$ cat src/rtl/fldtm_pkg.sv
package fldtm_pkg;

    typedef enum logic {
        FLD_FIRST  = 1'b0,
        FLD_SECOND = 1'b1
    } fld_e;

    typedef enum logic [1:0] {
        RG_TOP,
        RG_ROWS,
        RG_BOTTOM
    } rgn_e;

    typedef enum logic {
        TM_IDLE,
        TM_RUN
    } tmr_e;

    typedef enum logic [2:0] {
        SY_NONE,
        SY_ONTIME,
        SY_EARLY,
        SY_LATE,
        SY_STRAY
    } sync_e;

endpackage

$ cat src/rtl/fldtm_line_ctr.sv
module fldtm_line_ctr
    import fldtm_pkg::*;
#(
    parameter int LW         = 9,
    parameter int FIRST_LEN  = 312,
    parameter int SECOND_LEN = 313
) (
    input  logic          clk,
    input  logic          rst_n,
    input  logic          tick,
    input  logic          vsync,
    output logic [LW-1:0] line_q,
    output logic [LW-1:0] line_nxt,
    output fld_e          fld_q,
    output logic          frame_even_q,
    output logic          lock_lost_q,
    output logic          start_q
);

    localparam logic [LW-1:0] LEN_A = LW'(FIRST_LEN);
    localparam logic [LW-1:0] LEN_B = LW'(SECOND_LEN);
    localparam logic [LW-1:0] ONE   = LW'(1);

    logic [LW-1:0] cur_len;
    sync_e         sy;
    fld_e          fld_d;
    fld_e          fld_flip;
    logic          lock_d;
    logic          even_d;

    // Classify the tick against the expected field end.
    always_comb begin
        cur_len  = (fld_q == FLD_SECOND) ? LEN_B : LEN_A;
        fld_flip = (fld_q == FLD_FIRST) ? FLD_SECOND : FLD_FIRST;
        if (!(tick && vsync))            sy = SY_NONE;
        else if (line_q == cur_len)      sy = SY_ONTIME;
        else if (line_q == cur_len - ONE) sy = SY_EARLY;
        else if (line_q == ONE)          sy = SY_LATE;
        else                             sy = SY_STRAY;
    end

    // Next-state logic of the field machine and the line counter.
    always_comb begin
        line_nxt = line_q;
        fld_d    = fld_q;
        lock_d   = lock_lost_q;
        unique case (sy)
            SY_NONE: begin
                if (tick) begin
                    if (line_q == cur_len) begin
                        line_nxt = ONE;
                        fld_d    = fld_flip;
                    end else begin
                        line_nxt = line_q + ONE;
                    end
                end
            end
            SY_ONTIME: begin
                line_nxt = ONE;
                fld_d    = fld_flip;
                lock_d   = 1'b0;
            end
            SY_EARLY: begin
                line_nxt = ONE;
                fld_d    = fld_flip;
            end
            SY_LATE: begin
                line_nxt = ONE;
            end
            SY_STRAY: begin
                line_nxt = ONE;
                fld_d    = fld_flip;
                lock_d   = 1'b1;
            end
        endcase
        even_d = frame_even_q ^ ((fld_q == FLD_SECOND) && (fld_d == FLD_FIRST));
    end

    always_ff @(posedge clk) begin
        if (!rst_n) begin
            line_q       <= ONE;
            fld_q        <= FLD_FIRST;
            frame_even_q <= 1'b0;
            lock_lost_q  <= 1'b0;
            start_q      <= 1'b0;
        end else begin
            line_q       <= line_nxt;
            fld_q        <= fld_d;
            frame_even_q <= even_d;
            lock_lost_q  <= lock_d;
            start_q      <= tick && (line_nxt == ONE);
        end
    end

endmodule

$ cat src/rtl/fldtm_lead_tmr.sv
module fldtm_lead_tmr
    import fldtm_pkg::*;
#(
    parameter int LINE_CLKS = 1024,
    parameter int LEAD_CLKS = 32
) (
    input  logic clk,
    input  logic rst_n,
    input  logic tick,
    output logic expire
);

    localparam int            CW   = $clog2(LINE_CLKS);
    localparam logic [CW-1:0] LOAD = CW'(LINE_CLKS - LEAD_CLKS - 1);
    localparam logic [CW-1:0] ZERO = '0;
    localparam logic [CW-1:0] STEP = CW'(1);

    tmr_e          st_q, st_d;
    logic [CW-1:0] cnt_q, cnt_d;

    always_ff @(posedge clk) begin
        if (!rst_n) begin
            st_q  <= TM_IDLE;
            cnt_q <= ZERO;
        end else begin
            st_q  <= st_d;
            cnt_q <= cnt_d;
        end
    end

    always_comb begin
        st_d   = st_q;
        cnt_d  = cnt_q;
        expire = 1'b0;
        if (tick) begin
            st_d  = TM_RUN;
            cnt_d = LOAD;
        end else begin
            unique case (st_q)
                TM_IDLE: begin
                    st_d = TM_IDLE;
                end
                TM_RUN: begin
                    if (cnt_q == ZERO) begin
                        expire = 1'b1;
                        st_d   = TM_IDLE;
                    end else begin
                        cnt_d = cnt_q - STEP;
                    end
                end
            endcase
        end
    end

endmodule

$ cat src/rtl/fldtm_region_fsm.sv
module fldtm_region_fsm
    import fldtm_pkg::*;
#(
    parameter int LW         = 9,
    parameter int DISP_FIRST = 41,
    parameter int ROW_LINES  = 10,
    parameter int ROWS       = 25
) (
    input  logic                    clk,
    input  logic                    rst_n,
    input  logic                    tick,
    input  logic [LW-1:0]           line_nxt,
    output logic                    disp_win,
    output logic [$clog2(ROWS)-1:0] row_q
);

    localparam int            RW        = $clog2(ROWS);
    localparam int            SW        = $clog2(ROW_LINES);
    localparam logic [LW-1:0] ONE       = LW'(1);
    localparam logic [LW-1:0] FIRST_ROW = LW'(DISP_FIRST);
    localparam logic [SW-1:0] SCAN_LAST = SW'(ROW_LINES - 1);
    localparam logic [RW-1:0] ROW_LAST  = RW'(ROWS - 1);

    rgn_e          st_q, st_d;
    logic [SW-1:0] scan_q, scan_d;
    logic [RW-1:0] row_d;

    always_ff @(posedge clk) begin
        if (!rst_n) begin
            st_q   <= RG_TOP;
            scan_q <= '0;
            row_q  <= '0;
        end else begin
            st_q   <= st_d;
            scan_q <= scan_d;
            row_q  <= row_d;
        end
    end

    always_comb begin
        st_d   = st_q;
        scan_d = scan_q;
        row_d  = row_q;
        if (tick) begin
            if (line_nxt == ONE) begin
                st_d   = RG_TOP;
                scan_d = '0;
                row_d  = '0;
            end else begin
                unique case (st_q)
                    RG_TOP: begin
                        if (line_nxt == FIRST_ROW) begin
                            st_d   = RG_ROWS;
                            scan_d = '0;
                            row_d  = '0;
                        end
                    end
                    RG_ROWS: begin
                        if (scan_q == SCAN_LAST) begin
                            scan_d = '0;
                            if (row_q == ROW_LAST) st_d = RG_BOTTOM;
                            else                   row_d = row_q + RW'(1);
                        end else begin
                            scan_d = scan_q + SW'(1);
                        end
                    end
                    RG_BOTTOM: begin
                        st_d = RG_BOTTOM;
                    end
                    default: st_d = RG_TOP;
                endcase
            end
        end
    end

    // Output decode from the region state.
    always_comb begin
        unique case (st_q)
            RG_ROWS: disp_win = 1'b1;
            default: disp_win = 1'b0;
        endcase
    end

endmodule

$ cat src/rtl/field_line_timer.sv
module field_line_timer
    import fldtm_pkg::*;
#(
    parameter int LINE_CLKS  = 1024,
    parameter int LEAD_CLKS  = 32,
    parameter int FIRST_LEN  = 312,
    parameter int SECOND_LEN = 313,
    parameter int ACQ_FIRST  = 2,
    parameter int ACQ_LAST   = 22,
    parameter int DISP_FIRST = 41,
    parameter int ROW_LINES  = 10,
    parameter int ROWS       = 25
) (
    input  logic                              clk,
    input  logic                              rst_n,
    input  logic                              line_tick,
    input  logic                              vsync,
    output logic [$clog2(SECOND_LEN+1)-1:0]   line_num,
    output logic                              field_id,
    output logic                              odd_even,
    output logic                              acq_win,
    output logic                              disp_win,
    output logic [$clog2(ROWS)-1:0]           disp_row,
    output logic                              field_start,
    output logic                              lock_lost
);

    localparam int            LW      = $clog2(SECOND_LEN + 1);
    localparam logic [LW-1:0] ACQ_LO  = LW'(ACQ_FIRST);
    localparam logic [LW-1:0] ACQ_HI  = LW'(ACQ_LAST);
    localparam logic [LW-1:0] LEAD_A  = LW'(FIRST_LEN - 1);
    localparam logic [LW-1:0] LEAD_B  = LW'(SECOND_LEN - 1);

    logic [LW-1:0] line_q;
    logic [LW-1:0] line_nxt;
    fld_e          fld_q;
    logic          frame_even_q;
    logic          lead_hit;
    logic          oe_q;

    fldtm_line_ctr #(
        .LW        (LW),
        .FIRST_LEN (FIRST_LEN),
        .SECOND_LEN(SECOND_LEN)
    ) u_line (
        .clk         (clk),
        .rst_n       (rst_n),
        .tick        (line_tick),
        .vsync       (vsync),
        .line_q      (line_q),
        .line_nxt    (line_nxt),
        .fld_q       (fld_q),
        .frame_even_q(frame_even_q),
        .lock_lost_q (lock_lost),
        .start_q     (field_start)
    );

    fldtm_lead_tmr #(
        .LINE_CLKS(LINE_CLKS),
        .LEAD_CLKS(LEAD_CLKS)
    ) u_lead (
        .clk   (clk),
        .rst_n (rst_n),
        .tick  (line_tick),
        .expire(lead_hit)
    );

    fldtm_region_fsm #(
        .LW        (LW),
        .DISP_FIRST(DISP_FIRST),
        .ROW_LINES (ROW_LINES),
        .ROWS      (ROWS)
    ) u_region (
        .clk     (clk),
        .rst_n   (rst_n),
        .tick    (line_tick),
        .line_nxt(line_nxt),
        .disp_win(disp_win),
        .row_q   (disp_row)
    );

    // Odd/even announcement at the lead point of each field's next-to-last line.
    always_ff @(posedge clk) begin
        if (!rst_n) begin
            oe_q <= 1'b0;
        end else if (lead_hit) begin
            if (fld_q == FLD_FIRST && line_q == LEAD_A)
                oe_q <= frame_even_q;
            else if (fld_q == FLD_SECOND && line_q == LEAD_B)
                oe_q <= ~frame_even_q;
        end
    end

    assign line_num = line_q;
    assign field_id = (fld_q == FLD_SECOND);
    assign odd_even = oe_q;
    assign acq_win  = (line_q >= ACQ_LO) && (line_q <= ACQ_HI);

endmodule

$ cat config.mk
export PLATFORM = sky130hd
export DESIGN_NAME = field_line_timer
export DESIGN_NICKNAME = d
export VERILOG_FILES = /design/src/rtl/fldtm_pkg.sv /design/src/rtl/fldtm_line_ctr.sv /design/src/rtl/fldtm_lead_tmr.sv /design/src/rtl/fldtm_region_fsm.sv /design/src/rtl/field_line_timer.sv
export SDC_FILE = /design/constraint.sdc
export NUM_CORES = 1
export LEC_CHECK = 0
export BUFFER_PORTS_ARGS = -buffer_cell sky130_fd_sc_hd__buf_2
export CORE_MARGIN = 2
export CORE_UTILIZATION = 45
export CTS_CLUSTER_DIAMETER = 80
export DETAILED_ROUTE_END_ITERATION = 8
export PLACE_DENSITY_LB_ADDON = 0.15
export SETUP_SLACK_MARGIN = 0.2
export SLEW_MARGIN = 20
export SYNTH_ARGS = -nofsm -noshare
export SYNTH_HDL_FRONTEND = slang
export SYNTH_SLANG_ARGS = --single-unit
$ cat constraint.sdc
create_clock -name clk -period 2.6 [get_ports clk]
set_input_delay 0.13 -clock clk [delete_from_list [all_inputs] [get_ports clk]]
set_output_delay 0.13 -clock clk [all_outputs]
set_load 0.005 [all_outputs]
==> impl_metrics.yaml <==
timing:
  maxSlewViolCount: 0
  clock_skew_ps: 12.7
  relSlewSlack_pct: 66.7
  rsz0062_at_grt: "yes"
  finalSetupViolations: 0
  hold_viol: 0
  max_freq_mhz: 423
  tns_ps: 0
  fin_crit_ps: 2360
  setup_ws_ps: 238
  layout_worst_path_cycle_share_pct: 90.9
  tightest_slew_ps: 493
logic_synthesis:
  yosys_most_used_dff: "dfxtp_1"
  syn_nets: 286
  netlist_instances: 271
  synth_most_common_cell: "dfxtp_1"
  synth_top_area_cell: "dfxtp_1"
  syn-cell-area_um2: 2220
  synth_common_cells: "36 x dfxtp_1, 27 x nand2_1, 25 x nor2_1, 16 x inv_1, 12 x a21oi_1"
  synth_edf_count: 0
  yosysUniqueCellTypes: 53
  synth_area_per_cell_um2: 8.18
  yosysTopAreaCellShare_pct: 32.5
  synth_warnings: 0
  synth-async-reset-ratio_pct: 0
  ys_seq_area_share_pct: 32.5
  yosys-top-cells-area: "dfxtp_1 33%, ha_1 6.2%, nand2_1 4.6%"
  yosys_register_bits: 36
setup_path:
  crit_fanout: 7
  rr_startpoint: "u_line.line_q[0]"
  rr_endpoint: "u_region.scan_q[1]"
  cp_slowest_stage_delay_ps: 560
  start_kind: "flop"
  cp.buffers_inverters: 1
  reg2reg_slack_ps: 240
  cp-startpoint: "u_line.line_q[0]"
  ff2ff_path_depth: 8
  crit_cells: 8
  cp_data_arrival_time_ps: 2590
  worst_path_max_delay_cell: "or4b_4"
  cp-end-kind: "flop"
  critPathTopFamily: "simple AND/OR/NAND/NOR gates"
  crit_chain: "buf_6 -> and4_4 -> mux2i_4 -> xnor2_2 -> o311ai_4 -> o211ai_4 -> or4b_4 -> a21oi_2"
  endpoint: "u_region.scan_q[1]"
  crit_required_ps: 2830
  worstSetupPathType: "flop to flop"
layout:
  nFillCells: 445
  final_core_util_pct: 59.1
  final_nets: 323
  area_growth_pct: 26.0
  drive_gt1_share_pct: 28.5
  diodes: 0
clocking:
  clk_pin_slew_ps: 80
  clock_sinks: 36
  clk_latency_ps: 290
  clockBufferDepth: 2
  cts_tree: "done"
  hold_buffers: 0
  cts_max_level: 2
  numCtsBuffers: 5
  ctsRootBufferMaster: "clkbuf_8"
grt:
  met2_usage_pct: 30.0
  track_usage_pct: 19.0
  antenna_found_initial: 0
  grt.met3_usage_pct: 4.07
  grt_pass1_vias: 1844
  grt_pass1_wl_um: 8250
  grt_use_met1_pct: 26.1
  busiest_layer: "met2"
  grt_max_degree: 22
  grt_overflow: 0
floorplan:
  start_util_pct: 46.9
  die_width_um: 74.2
  rows: 25
  dieArea_um2: 5500
  core_um2: 4720
  die_h_um: 74.2
  num_io_pins: 24
drt:
  vias: 2058
  detail-route-antenna-nets: 0
  avgViaCountPerCell: 5.47
  drc: 0
  wl_um: 5230
  drtPass1Iterations: 4
  wl_per_cell_um: 13.9
  dr.first_iter.drc_count: 118
place:
  routabilityCongestion: 0.837
  dp_slack_ps: 91.3
  portBuffers: 23
  dp_hpwl_um: 3470
pwr:
  peakVddDrop_mv: 0.387
  p_leak_nw: 1.11
  p_per_area_nw_per_um2: 466
outcome:
  status: "complete, no violations"
worst_hold_path:
  worstHoldPathType: "input pin to flop"
  min_from: "rst_n"
flow_run:
  maxCapViolCount: 0
-- cells in the final DEF (no fill, tap or decap), types with 3 or more instances in the layout --
master    count
a21oi_1      11
a31oi_1       8
and3_1        5
buf_2        24
buf_4        21
buf_6         3
clkbuf_8      5
dfxtp_1      32
ha_1         10
inv_1        16
nand2_1      26
nand2b_1      5
nand3_1       6
nand4_1       5
nand4b_1      4
nor2_1       25
nor3_1        7
o21a_1        4
o21ai_0       7
o22ai_1       4
xnor2_1       9
xor2_1        8
-- worst min path at each step --
| stage | end | cells after the start |
|---|---|---|
| floorplan | u_line.line_q[1] | 3 |
| global placement | u_line.lock_lost_q | 2 |
| detailed placement | u_line.lock_lost_q | 2 |
| CTS | u_line.line_q[0] | 2 |
| global route | u_line.line_q[0] | 2 |
| finish | u_line.line_q[0] | 2 |
-- state kept, by name, indices dropped and copies added, names as in the netlist --
| signal | count |
|---|---|
| odd_even | 1 |
| u_lead.cnt_q | 10 |
| u_lead.st_q | 1 |
| u_line.fld_q | 1 |
| u_line.frame_even_q | 1 |
| u_line.line_q | 9 |
| u_line.lock_lost_q | 1 |
| u_line.start_q | 1 |
| u_region.row_q | 5 |
| u_region.scan_q | 4 |
| u_region.st_q | 2 |
-- where the power goes --
part	internal, mW	switching (mW)	total [mW]
Sequential	0.572	0.0209	0.592
Combinational	0.0967	0.124	0.221
Clock	0.285	0.203	0.487
Total	0.953	0.348	1.30
-- repair_timing --
action,CTS,global route
buffers inserted,1,3
setup endpoints to repair,12,16
hold endpoints to repair,0,0
gates cloned,0,1
resized for setup,4,33
pin swaps,2,8
-- cell families after synthesis --
family          count (synthesis)  share of synthesized area [%]
compound gates                 59                           18.6
xor+xnor                       19                           7.51
fa+ha+maj                      11                           6.21
buf+inv                        34                           7.23
flops                          36                           32.5
mux                             3                           1.36
simple gates                  109                           26.5
-- per-layer routing --
layer	up-vias	wire, um
li1	1045	-
met1	975	2500
met2	34	2520
met3	4	167
met4	0	44
met5	-	0
-- metrics by stage --
step / power, mW / cell area [um^2] / instances / hold WS, ps
after floorplan: 0.739 / 2220 / 271 / 345
after global placement: 0.796 / 2470 / 363 / 456
after detailed placement: 0.797 / 2470 / 363 / 445
after CTS: 1.29 / 2600 / 372 / 232
after global routing: 1.36 / 2790 / 376 / 258
final: 1.30 / 2790 / 376 / 247
-- cell type report --
cell class | count | area [um^2] | area share, %
inverters | 16 | 60.1 | 2.15
flip-flops and latches | 36 | 731 | 26.2
repair buffers | 48 | 312 | 11.2
clock buffers | 6 | 72.6 | 2.60
clock inverters | 2 | 35.0 | 1.26
multi-input cells | 201 | 1500 | 53.7
well taps | 67 | 83.8 | 3.00
Note: power is estimated with default switching activity, not from simulation.
